===== src/rtl/cmd_sequencer.sv =====
module cmd_sequencer #(
  parameter int IDX_W  = 9,
  parameter int CNT_W  = 16,
  parameter int DLY_W  = 16,
  parameter int LCNT_W = 16,
  localparam int CNT_LO  = 2,
  localparam int DLY_LO  = CNT_LO + CNT_W,
  localparam int LAST_B  = DLY_LO + DLY_W,
  localparam int FORE_B  = LAST_B + 1,
  localparam int LEND_B  = LAST_B + 2,
  localparam int TGT_LO  = LAST_B + 3,
  localparam int LCNT_LO = TGT_LO + IDX_W,
  localparam int LINF_B  = LCNT_LO + LCNT_W,
  localparam int CMD_W   = LINF_B + 1
) (
  input  logic             clk,
  input  logic             rst_n,
  input  logic             start,
  output logic [IDX_W-1:0] cmd_idx,
  input  logic [CMD_W-1:0] cmd_word,
  output logic             issue_valid,
  input  logic             issue_ready,
  output logic [1:0]       issue_type,
  output logic             busy,
  output logic             done
);

  typedef enum logic [2:0] {S_IDLE, S_LOAD, S_XFER, S_GAP, S_STEP} state_t;

  state_t              state;
  logic [CNT_W-1:0]    rem;
  logic [DLY_W-1:0]    gap;
  logic [LCNT_W-1:0]   ljumps;
  logic                lact;

  wire [1:0]        f_type = cmd_word[1:0];
  wire [CNT_W-1:0]  f_cnt  = cmd_word[DLY_LO-1:CNT_LO];
  wire [DLY_W-1:0]  f_dly  = cmd_word[LAST_B-1:DLY_LO];
  wire              f_last = cmd_word[LAST_B];
  wire              f_fore = cmd_word[FORE_B];
  wire              f_lend = cmd_word[LEND_B];
  wire [IDX_W-1:0]  f_tgt  = cmd_word[LCNT_LO-1:TGT_LO];
  wire [LCNT_W-1:0] f_lcnt = cmd_word[LINF_B-1:LCNT_LO];
  wire              f_linf = cmd_word[LINF_B];

  wire              is_bus   = ~f_type[1];
  wire              rem_zero = (rem == '0);
  wire              rem_one  = (rem == CNT_W'(1));
  wire              has_gap  = (f_dly != '0);
  wire [LCNT_W-1:0] first_jumps = (f_lcnt == '0) ? '0 : f_lcnt - LCNT_W'(1);
  wire [LCNT_W-1:0] jumps_left  = lact ? ljumps : first_jumps;
  wire              take_jump   = f_lend && (f_linf || jumps_left != '0);

  assign issue_valid = (state == S_XFER) && !rem_zero && is_bus;
  assign issue_type  = f_type;
  assign busy        = (state != S_IDLE);

  always_ff @(posedge clk or negedge rst_n) begin
    if (!rst_n) begin
      state   <= S_IDLE;
      cmd_idx <= '0;
      rem     <= '0;
      gap     <= '0;
      ljumps  <= '0;
      lact    <= 1'b0;
      done    <= 1'b0;
    end else begin
      done <= 1'b0;
      if (start) begin
        cmd_idx <= '0;
        lact    <= 1'b0;
        state   <= S_LOAD;
      end else begin
        unique case (state)
          S_IDLE: ;
          S_LOAD: begin
            rem   <= f_cnt;
            state <= S_XFER;
          end
          S_XFER: begin
            if (rem_zero) begin
              state <= S_STEP;
            end else if (is_bus) begin
              if (issue_ready) begin
                rem <= rem - CNT_W'(1);
                if (rem_one) begin
                  state <= S_STEP;
                end else if (has_gap) begin
                  gap   <= f_dly;
                  state <= S_GAP;
                end
              end
            end else begin
              rem <= rem - CNT_W'(1);
              if (has_gap) begin
                gap   <= f_dly;
                state <= S_GAP;
              end else if (rem_one) begin
                state <= S_STEP;
              end
            end
          end
          S_GAP: begin
            gap <= gap - DLY_W'(1);
            if (gap == DLY_W'(1)) state <= rem_zero ? S_STEP : S_XFER;
          end
          S_STEP: begin
            if (f_fore) begin
              state <= S_LOAD;
            end else if (take_jump) begin
              cmd_idx <= f_tgt;
              lact    <= 1'b1;
              if (!f_linf) ljumps <= jumps_left - LCNT_W'(1);
              state   <= S_LOAD;
            end else begin
              if (f_lend) lact <= 1'b0;
              if (f_last) begin
                done  <= 1'b1;
                state <= S_IDLE;
              end else begin
                cmd_idx <= cmd_idx + IDX_W'(1);
                state   <= S_LOAD;
              end
            end
          end
          default: state <= S_IDLE;
        endcase
      end
    end
  end

endmodule



===== config.mk =====
export PLATFORM = sky130hd
export DESIGN_NAME = cmd_sequencer
export DESIGN_NICKNAME = d
export VERILOG_FILES = /design/src/rtl/cmd_sequencer.sv
export SDC_FILE = /design/constraint.sdc
export NUM_CORES = 1
export LEC_CHECK = 0
export BUFFER_PORTS_ARGS = -buffer_cell sky130_fd_sc_hd__buf_4
export CORE_ASPECT_RATIO = 1.25
export CORE_MARGIN = 1.5
export CORE_UTILIZATION = 40
export CTS_BUF_LIST = sky130_fd_sc_hd__clkbuf_16
export DETAILED_ROUTE_END_ITERATION = 6
export PLACE_DENSITY = 0.64
export SLEW_MARGIN = 20
export SYNTH_ARGS = -nofsm -noshare
export SYNTH_HDL_FRONTEND = slang
export SYNTH_SLANG_ARGS = --single-unit
export TNS_END_PERCENT = 20

===== constraint.sdc =====
create_clock -name clk -period 4 [get_ports clk]
set_input_delay 0.8 -clock clk [delete_from_list [all_inputs] [get_ports clk]]
set_output_delay 0.8 -clock clk [all_outputs]
set_load 0.02 [all_outputs]

==> results by stage, run 1 <==
Run status:
- The flow ran to the end, and the final reports show no timing, DRC or antenna violations.

Routing:
- In the routed design, unresolved DRC markers number 0.
- The average wire length per cell after detail routing is 15.5 um.
- The post-detailed-routing wire length is 12700 um.
- In the routed layout, each cell is associated on average with a via count of 5.83.
- The number of vias in the routed layout is 4776.
- The number of DRC markers in iteration 0 is 225.
- The detailed-routing iteration count for the pre-antenna-repair pass is 5.
- In this run the remaining antenna-violating nets after routing total 0.

Clock network:
- The insertion delay to the later sink of the worst-skew pair is 330 ps.
- TritonCTS created 9 clock buffers.
- After clock tree synthesis, the clock-pin slew on the worst setup and hold paths is 50 ps.
- The number of buffers inserted by post-CTS setup repair is 0.
- TritonCTS built the clock tree.
- The clock passes through at most 2 buffers.
- The maximum level of the CTS H-tree is 3.
- Once the clock tree was built, the resizer swapped 0 gates to a different size.
- The total clock sinks is 62.
- The count of hold-fix buffers inserted at cts is 0.
- The cell at the root of the clock tree is clkbuf_16.

STA:
- The final hold violation count was 0.
- Timing would allow up to 288 MHz.
- The count of endpoints failing setup in the final report is 0.
- The clock skew after layout is 4.26 ps.
- The count of final max-slew check failures is 0.
- The relative slew slack is 33.1%.
- The fraction of the cycle the final worst path needs is 86.9%.
- The actual transition at the worst max-transition pin is 1000 ps.
- Setup repair after global routing left no endpoint under its margin.
- Adding up every negative setup slack in the final design gives 0 ps.
- Subtracting the final worst setup slack from the clock period gives 3480 ps.

Synth:
- After synthesis, flip-flops and latches occupy 33.1% of the total area.
- The average instance area after synthesis is 7.74 um2.
- The biggest area contributor in the post-synthesis netlist is dfrtp_1.
- The register bit count reported by yosys is 62.
- The number of enable flip-flop cells after synthesis is 0.
- In this run the cell area of the synthesized design comes to 4680 um2.
- The mux cell area share after synthesis is 1.76%.
- The number of distinct library cell variants in the gate-level netlist after synthesis is 70.
- Counting every net in the synthesized netlist gives 680.
- By area, the combinational part of the netlist is dominated by simple AND/OR/NAND/NOR gates.
- The fraction of registers with async set/reset is 100%.
- The fraction of synthesized cell area taken by the top area cell type is 33.1%.
- The synthesized netlist devotes 24.8% of its cell area to compound gates.
- Of the total synthesized cell area, the portion taken by full adders, half adders and majority gates is 2.14%.
- The synthesized netlist cell count is 605.
- For this run, the leading register cell type out of synthesis is dfrtp_1.
- The commonest cells after synthesis are nor2_1 (98), o21ai_0 (67), dfrtp_1 (62), a21oi_1 (58), nand2_1 (35).
- The synthesized-area fraction occupied by xor and xnor cells is 3.37%.
- Yosys printed 0 warnings.
- Yosys instantiated no cell more often than nor2_1.
- In the post-synthesis netlist, the biggest area contributors are dfrtp_1 (33%), nor2_1 (7.9%), o21ai_0 (7.2%).
- Of the total synthesized cell area, the portion taken by AND, OR, NAND and NOR gates is 29.9%.

Global route:
- Global routing finished with a remaining overflow of 0.
- The initial antenna violation count is 0.
- The total routing resource utilization after global routing is 21.3%.
- The via count of the first global-routing pass is 4628.
- The pin count of the biggest net entering global routing is 63.
- The global-route wire length before repair is 21100 um.

Setup path:
- Along the worst path, the maximum fanout reaches 13.
- The startpoint type of the worst setup path is an input port.
- Traced cell by cell, the critical path runs through buf_4, nor4_2, nand3_2, or3_4, nand2_1, ha_1, nand4bb_1, o41ai_4, buf_4, nand2_1, nor3_1, nor4_1.
- The worst reg2reg path startpoint is rem[0].
- The data required time of the worst path is 4210 ps.
- STA classifies the critical path endpoint as a register.
- The arrival time at the worst endpoint is 3680 ps.
- The kind of cell adding the most delay to the critical path is simple AND/OR/NAND/NOR gates.
- The end point of the critical path is cmd_idx[3].
- The total stage count of the critical path is 12.
- The number of buffers and inverters on the critical path is 2.
- The master of the slowest instance on the critical path is nor4_2.
- Counting cells, the worst reg-to-reg path comes to 9.
- Tracing the worst setup path back leads to its startpoint at cmd_word[51].
- The maximum single-stage delay on the critical path is 480 ps.
- In this run the register-to-register setup slack is 1070 ps.
- The critical path is of the in -> reg type.
- In this run the critical register-to-register path is captured at gap[1].

Die:
- The floorplan step set the die width to 99.8 um.
- 81 I/O pins were placed.
- The floorplan has 44 rows.
- The area of the core is 11500 um2.
- Once the floorplan was initialized, standard cells occupied 40.7% of the core.
- The die covers 12400 um2.
- Measured along the y axis, the die boundary spans 124 um.

Power and ir drop:
- The total net switching power is 670 uW.
- IR analysis of the VDD net gives a maximum drop of 0.000262 V.
- Net switching is 33.2% of the power.
- The analysis attributes to cell leakage a power of 2.43 nW.
- The proportion of power drawn by flip-flops and latches is 42.5%.
- In this run, the clock network consumes 33.0% of the power.
- Dividing total power by cell area gives a power density of 357 nW/um2.
- The combinational power share is 24.4%.
- Cell internal power was estimated by the tool at 1.35 mW.

Final layout:
- Fill cells in the final layout number 1153.
- 0 antenna diodes ended up in the layout.
- The post-synthesis to final-layout area growth is 21.0%.
- Of the cells placed in the final design, the portion with a size suffix greater than 1 is 17.9%.
- The layout net count is 752.
- Leaving out filler cells and counting taps, the final layout contains 819.

Flow run:
- Across the run, the number of max-cap violations was 0.

Hold path:
- The class of the tightest hold or removal check is reg -> reg.

Placement:
- The total half-perimeter wirelength after legalization and detailed placement is 9430 um.
- The routability congestion estimate is 0.893.
- The count of port buffers added during placement is 78.
- The instance count after placement with tap cells included is 804.
==> cell families (layout without fill, tap and decap cells) <==
group | Yosys count | count (layout)
AND/OR/NAND/NOR | 265 | 265
multiplexers | 8 | 8
adder cells (fa/ha/maj) | 8 | 8
XOR/XNOR | 18 | 18
AO/OA/AOI/OAI | 190 | 190
flip-flops | 62 | 62
buffers and inverters | 54 | 130
==> layer usage <==
layer | GRT usage (%) | part of all wire, % | up-vias
met5 | 0 | 0 | -
met4 | 11.9 | 3.5 | 0
met3 | 2.53 | 3.4 | 35
met2 | 38.5 | 51 | 119
met1 | 24.5 | 42 | 2261
li1 | - | - | 2361
==> how the worst min path moves through the flow <==
stage                     startpoint         to  slack [ps]  cells past startpoint
final                      ljumps[6]  ljumps[6]         490                      1
after floorplan            ljumps[6]  ljumps[6]         460                      1
after detailed placement   ljumps[6]  ljumps[6]         480                      1
after global routing       ljumps[6]  ljumps[6]         530                      1
after CTS                  ljumps[6]  ljumps[6]         490                      1
after global placement     ljumps[6]  ljumps[6]         470                      1
==> stage by stage <==
stage / area [um2] / hold WS (ps) / setup slack, ps / total power, mW / util (%)
after floorplan: 4680 / 459 / 405 / 1.17 / -
after global placement: 5420 / 471 / 299 / 1.34 / 47.1
after detailed placement: 5420 / 477 / 218 / 1.36 / 47.1
after CTS: 5660 / 489 / 556 / 2.04 / 49.2
after global routing: 5660 / 530 / 349 / 2.16 / 49.2
final: 5660 / 487 / 525 / 2.02 / 49.2
==> cells in the final DEF (no fill, tap or decap), drive strengths merged, types with 3 or more instances in the layout <==
cell type	Yosys	final
nor2	98	98
buf	7	95
o21ai	72	72
dfrtp	62	62
a21oi	58	58
nand2	35	35
nor3	32	32
nor4	24	24
inv	20	23
nand3	14	14
xor2	11	11
or3	10	10
a22oi	9	9
clkbuf	27	9
nand2b	8	8
a31oi	8	8
ha	8	8
xnor2	7	7
o31ai	6	6
mux2i	6	6
nand4	6	6
nor2b	6	6
or4	5	5
nor3b	5	5
and2	4	4
a221oi	4	4
and3	3	3
nand3b	3	3
a21o	3	3
and4	3	3
nand4b	3	3
a211oi	3	3
clkinv	0	3
==> power groups by stage <==
stage                     registers [mW]  logic [mW]  clock network [mW]
after floorplan                    0.833       0.342                   0
after global placement             0.859       0.478                   0
after detailed placement           0.867       0.495                   0
after CTS                          0.857       0.497               0.685
after global routing               0.880       0.565               0.715
final                              0.859       0.493               0.667
==> state kept, by name (all words and copies together) (netlist names) <==
signal,cells
gap,16
ljumps,16
rem,16
cmd_idx,9
state,3
done,1
lact,1
==> cell type report <==
class	instances	area, um2	share of cell area [%]
clock buffers	9	225	3.98
multi-input cells	489	2900	51.2
well taps	138	173	3.05
repair buffers	95	713	12.6
flip-flops and latches	62	1550	27.4
inverters	20	75.1	1.33
clock inverters	6	23.8	0.420
(Power assumes the default switching activity.)
==> inputs of run 2 (changes only) <==
- CORE_MARGIN: 1.5 -> 5
==> results by stage, run 2 (synthesis results as in run 1) <==
Run status:
- The flow ran to the end, and the final reports show no timing, DRC or antenna violations.

Routing:
- In this run the top signal layer used is met4.
- The wire length the detailed router placed on met1 is 5370 um.
- The total DRC errors in the routed layout is 0.
- Wire segments on met3 add up to 507 um in the final route.
- The pre-antenna-repair detailed-routing pass consisted of 5 iterations.
- Summing over every cut layer, the via total after detailed routing is 4750.
- Wires add up to 12700 um.
- In the detailed route, the total length drawn on met2 is 6490 um.
- Once detail routing completed, the nets flagged for antenna violations numbered 0.
- The per-cell via count in the routed design is 5.81.
- After detailed routing, the average wire length per cell comes to 15.5 um.
- The first routing iteration left 216 violations.

Clock network:
- The insertion delay to the later sink of the worst-skew pair is 330 ps.
- After clock tree synthesis, the setup repair step added 0 buffers.
- The clock tree synthesis step divided the H-tree into 3 levels.
- In this run, post-CTS repair resized a total of 0 instances.
- The count of hold-fix buffers inserted at cts is 0.
- The clock net in this run drives a total of 62 sinks.
- Clock tree synthesis inserted a total of 9 buffers.
- Clock-pin slew was measured on the worst setup and hold paths at 60 ps.
- The tree is rooted in a clkbuf_16.
- The clock passes through at most 2 buffers.
- The clock tree from TritonCTS is yes.

Final layout:
- The antenna diode instance count is 0.
- In the final layout, the share of cells above drive strength 1 is 18.3%.
- The largest registers in the layout are gap x16, ljumps x16, rem x16.
- The layout net count is 749.
- The post-synthesis to final-layout area growth is 21.9%.
- The share of the core filled with cells in the final layout is 49.4%.
- The library cells used most frequently in the layout, excluding fill and tap cells, are nor2_1 (98), buf_4 (92), o21ai_0 (67).
- The most common library cell in the layout ignoring fill and taps is nor2_1.

STA:
- The upper clock frequency limit is 293 MHz.
- The time the final worst path needs with I/O delays and setup is 3410 ps.
- Setup repair after global routing left no endpoint under its margin.
- The count of final max-slew check failures is 0.
- The relative slew slack is 34.5%.
- The fraction of the cycle the final worst path needs is 85.3%.
- The tightest hold path in the finished design has a slack of 510 ps.
- The final hold violation count is 0.
- Summed over all failing endpoints, the final setup total negative slack is 0 ps.
- The clock skew after layout is 7.04 ps.
- For the pin with the worst max-slew slack, the measured transition is 979 ps.
- Setup violations remaining at the end of the flow were counted as 0.

Setup path:
- The startpoint type of the worst setup path is an input port.
- The path type of the worst setup path is in -> reg.
- The worst setup path is captured at a register.
- The highest fanout seen on the critical path is 14.
- The data required time of the worst path is 4210 ps.
- STA puts the critical path data arrival time at 3620 ps.

Global route:
- The pin count of the biggest net entering global routing is 63.
- The via count of the first global-routing pass came to 4495.
- The global-route wire length before repair is 21000 um.
- The initial antenna violation count is 0.
- After global routing the overflow that remains totals 0.
- The total routing resource utilization after global routing is 18.4%.

Placement:
- Routability-driven placement finished with a final weighted congestion of 0.864.
- The count of buffers added on input and output ports is 78.
- The total half-perimeter wirelength after legalization and detailed placement is 9270 um.

Die:
- The area of the core is 11600 um2.
- The die height is 131 um.
- The floorplan step defined a die boundary enclosing 14000 um2.
- After floorplanning, the core was divided into 44 placement rows.
- The die span in x is 107 um.
- 81 I/O pins were placed.
- The starting density of the core is 40.5%.

Power and ir drop:
- The leakage power figure is 2.43 nW.
- Power spread over the standard cell area amounts to 381 nW/um2.
- Total power for the finished layout comes to 2.18 mW.
- The maximum ir drop on the vdd rail is 0.000359 V.

Hold path:
- The class of the tightest hold or removal check is reg -> reg.

Flow run:
- The max-capacitance violation count is 0.
[run 2: metrics by stage]
step / setup WS, ps / cells / area (um2)
after detailed placement: 257 / 801 / 5390
after CTS: 625 / 817 / 5710
after global routing: 374 / 817 / 5710
final: 587 / 817 / 5710
after global placement: 315 / 801 / 5390
after floorplan: 405 / 605 / 4680
[run 2: path summary, 6_finish.rpt]
check | start | endpoint | slack, ps | depth (start not counted)
min | gap[9] | gap[9] | 510 | 2
max in group asynchronous | rst_n | rem[14] | 2880 | 1
min reg2reg | gap[9] | gap[9] | 510 | 2
max reg2reg | lact | cmd_idx[4] | 960 | 9
max | cmd_word[59] | cmd_idx[4] | 590 | 12
min in group asynchronous | rst_n | gap[6] | 570 | 1
[run 2: worst max-delay path, cell delays in order]
cell       delay, ps
buf_4            130
nor4_4           400
nand2_1          190
or3_4            440
nand2_1          120
ha_1             160
nand4bb_1        230
o41ai_4          390
buf_4            240
nand2_1          150
nor3_1           260
nor4_1            90
[run 2: power by group]
part           switching, mW  total, mW  internal [mW]
logic                  0.282      0.490          0.208
clock network          0.287      0.827          0.540
registers              0.121      0.858          0.737
total                  0.690       2.18           1.49
[run 2: cell type report]
cell class	instances	area (um2)
clock buffers	9	225
clock inverters	7	88.8
fillers	1114	5850
inverters	20	75.1
multi-input cells	489	2900
flip-flops and latches	62	1550
well taps	138	173
repair buffers	92	691
[run 2: per-layer routing]
metal | global-route usage (%) | vias up
met2 | 32.6 | 125
met5 | 0 | -
li1 | - | 2362
met3 | 2.26 | 20
met4 | 8.65 | 0
met1 | 22.3 | 2243
==> inputs of run 3 (changes only) <==
- CELL_PAD_IN_SITES_DETAIL_PLACEMENT: default -> 1
- CELL_PAD_IN_SITES_GLOBAL_PLACEMENT: default -> 2
- CORE_UTILIZATION: 40 -> 33
- PLACE_DENSITY: 0.64 -> 0.85
==> results by stage, run 3 (synthesis results as in run 1) <==
Power and ir drop:
- Of the total power, the share spent switching nets is 32.1%.
- Total power for the finished layout comes to 2.18 mW.
- The leakage power figure is 2.45 nW.
- The maximum ir drop on the vdd rail is 0.000165 V.
- The cell area power density is 379 nW/um2.
- Per report_power, the sequential group accounts for 39.5% of the total.
- Cell internal power was estimated by the tool at 1.48 mW.
- The clock share of power is 37.5%.
- Per report_power, the combinational group accounts for 23.0% of the total.
- For this design the total switching power over the nets is 702 uW.

STA:
- The worst hold-check slack is 489 ps.
- The final setup TNS is 0 ps.
- Across the routed clock network, the largest skew measured is 9.24 ps.
- Derived from the worst setup path, the maximum achievable clock frequency is 297 MHz.
- The count of final max-slew check failures was 0.
- Setup repair after global routing left no endpoint under its margin.
- The setup slack of the critical path after layout is 638 ps.
- Of the available clock period, the critical path in the final layout requires 84.1%.
- The time the final worst path needs with I/O delays and setup is 3360 ps.
- Setup violations remaining at the end of the flow were counted as 0.
- The relative slew slack is 36.1%.
- At the pin with the least slew margin, the transition time is 956 ps.
- The final hold violation count came to 0.

Final layout:
- The final layout contains 751 nets.
- The post-synthesis to final-layout area growth is 23.0%.
- In the layout the commonest cells are nor2_1 (98), buf_4 (94), o21ai_0 (67).
- Leaving out filler cells and counting taps, the final layout contains 856.
- The largest registers in the layout are gap x16, ljumps x16, rem x16.
- The fill cell instance count of the final layout is 1745.
- Leaving out fill and tap cells, the most frequent cell in the layout is nor2_1.
- The antenna diode instance count is 0.
- Measured on the finished design, the core utilization comes to 41.5%.
- Cells with a size suffix above 1 make up 18.1% of the layout.
- The design area is 5760 um2.

Clock network:
- The tree is rooted in a clkbuf_16.
- The clock tree synthesis step divided the H-tree into 3 levels.
- The count of hold-fix buffers inserted at cts is 0.
- The number of buffers between clock root and the deepest sink is 2.
- The insertion delay to the later sink of the worst-skew pair is 330 ps.
- The clock tree from TritonCTS is yes.
- The number of buffers inserted by post-CTS setup repair is 0.
- After clock tree synthesis, the repair step resized 0 gates.
- Counting the buffers created by CTS gives 9.
- After clock tree synthesis, the clock-pin slew on the worst setup and hold paths is 60 ps.
- The total clock sinks is 62.

Global route:
- The first global-routing pass estimated 24100 um of wire.
- The via count of the first global-routing pass was 5147.
- The pin count of the biggest net entering global routing is 63.
- In the global route stage, overall resource usage came out at 17.8%.
- The remaining global-route overflow is 0.
- The initial antenna violation count is 0.

Setup path:
- Tracing the worst setup path back leads to its startpoint at cmd_word[51].
- The type of destination of the critical path is a register.
- STA puts the critical path data required time at 4200 ps.
- STA classifies the critical path startpoint as an input port.
- The worst register-to-register path begins at rem[0].
- Measured in cells, the most critical reg-to-reg path has a length of 10.
- The critical path ends at state[0].
- The setup slack of the most critical reg-to-reg path is 1090 ps.
- Along the worst path, the maximum fanout reaches 14.
- The arrival time at the worst endpoint is 3570 ps.
- The path type of the worst setup path is in -> reg.
- The endpoint of the worst-slack reg-to-reg timing path is rem[0].

Placement:
- At the placement stage, the worst setup path has a slack of 262 ps.
- Once detailed placement completed, the half-perimeter wirelength came to 10900 um.
- The count of port buffers added during placement is 78.
- The total placed instance area is 5450 um2.
- The routability congestion estimate is 0.877.
- Counting tap cells, the placed design contains a total of 840 instances.

Routing:
- After detailed routing, the number of vias per cell comes to 5.56.
- In the routed design, unresolved DRC markers number 0.
- The routed layout has 4756 vias.
- The post-detailed-route count of antenna-violating nets is 0.
- The post-detailed-routing wire length is 14500 um.
- The average wire length per cell after detail routing is 16.9 um.
- The detailed-routing iteration count for the pre-antenna-repair pass is 4.
- The number of DRC markers in iteration 0 is 132.

Flow run:
- The max-capacitance violation count is 0.

Die:
- The starting density of the core is 33.7%.
- The area enclosed by the die boundary is 16700 um2.
- The initialized floorplan defines 48 standard-cell rows.
- The region available for standard cell placement spans 13900 um2.
- In this run the count of I/O pins placed on the die edge is 81.
- The die height is 143 um.
- The die span in x is 117 um.

Run status:
- The flow ran to the end, and the final reports show no timing, DRC or antenna violations.

Hold path:
- The worst hold path belongs to the class reg -> reg.
-- run 3: changes by cell type in the layout (fill, tap and decap cells not counted), sizes merged --
| cell | before | now |
|---|---|---|
| clkinvlp | 2 | 0 |
| inv | 20 | 21 |
| clkinv | 3 | 4 |
| buf | 92 | 94 |
-- run 3: critical path, cell delays in order --
cell and delay (ps):
buf_4 120, nor4_2 340, nand3_2 190, or3_4 480
nand2_1 130, ha_1 150, nand4bb_1 240, o41ai_4 390
buf_4 240, a31oi_1 90, or4_1 390
-- run 3: how the worst min path moves through the flow --
stage / cells past startpoint / from / to / slack (ps)
2_1_floorplan: 1 / ljumps[6] / ljumps[6] / 460
3_3_place_gp: 1 / ljumps[6] / ljumps[6] / 470
3_5_place_dp: 1 / ljumps[6] / ljumps[6] / 480
4_1_cts: 1 / ljumps[6] / ljumps[6] / 490
5_1_grt: 1 / ljumps[6] / ljumps[6] / 520
6_report: 1 / ljumps[6] / ljumps[6] / 490
-- run 3: per-layer routing --
metal	track usage (%)	vias up	part of all wire, %
li1	-	2357	-
met1	20.0	2303	42
met2	33.0	71	53
met3	2.63	25	2.7
met4	7.31	0	2.7
met5	0	-	0
-- run 3: layout make-up --
cell class / instances / area, um2 / area share [%]
Timing Repair Buffer: 94 / 706 / 12.3
Tap cell: 175 / 219 / 3.80
Sequential cell: 62 / 1550 / 26.9
Inverter: 20 / 75.1 / 1.30
Clock buffer: 9 / 225 / 3.91
Multi-Input combinational cell: 489 / 2900 / 50.4
Clock inverter: 7 / 80.1 / 1.39
-- run 3: power by group through the flow --
stage               Sequential [mW]  Combinational (mW)  Clock [mW]
global placement              0.862               0.490           0
finish                        0.862               0.503       0.819
detailed placement            0.871               0.510           0
global route                  0.883               0.577       0.868
CTS                           0.862               0.512       0.842
floorplan                     0.833               0.342           0
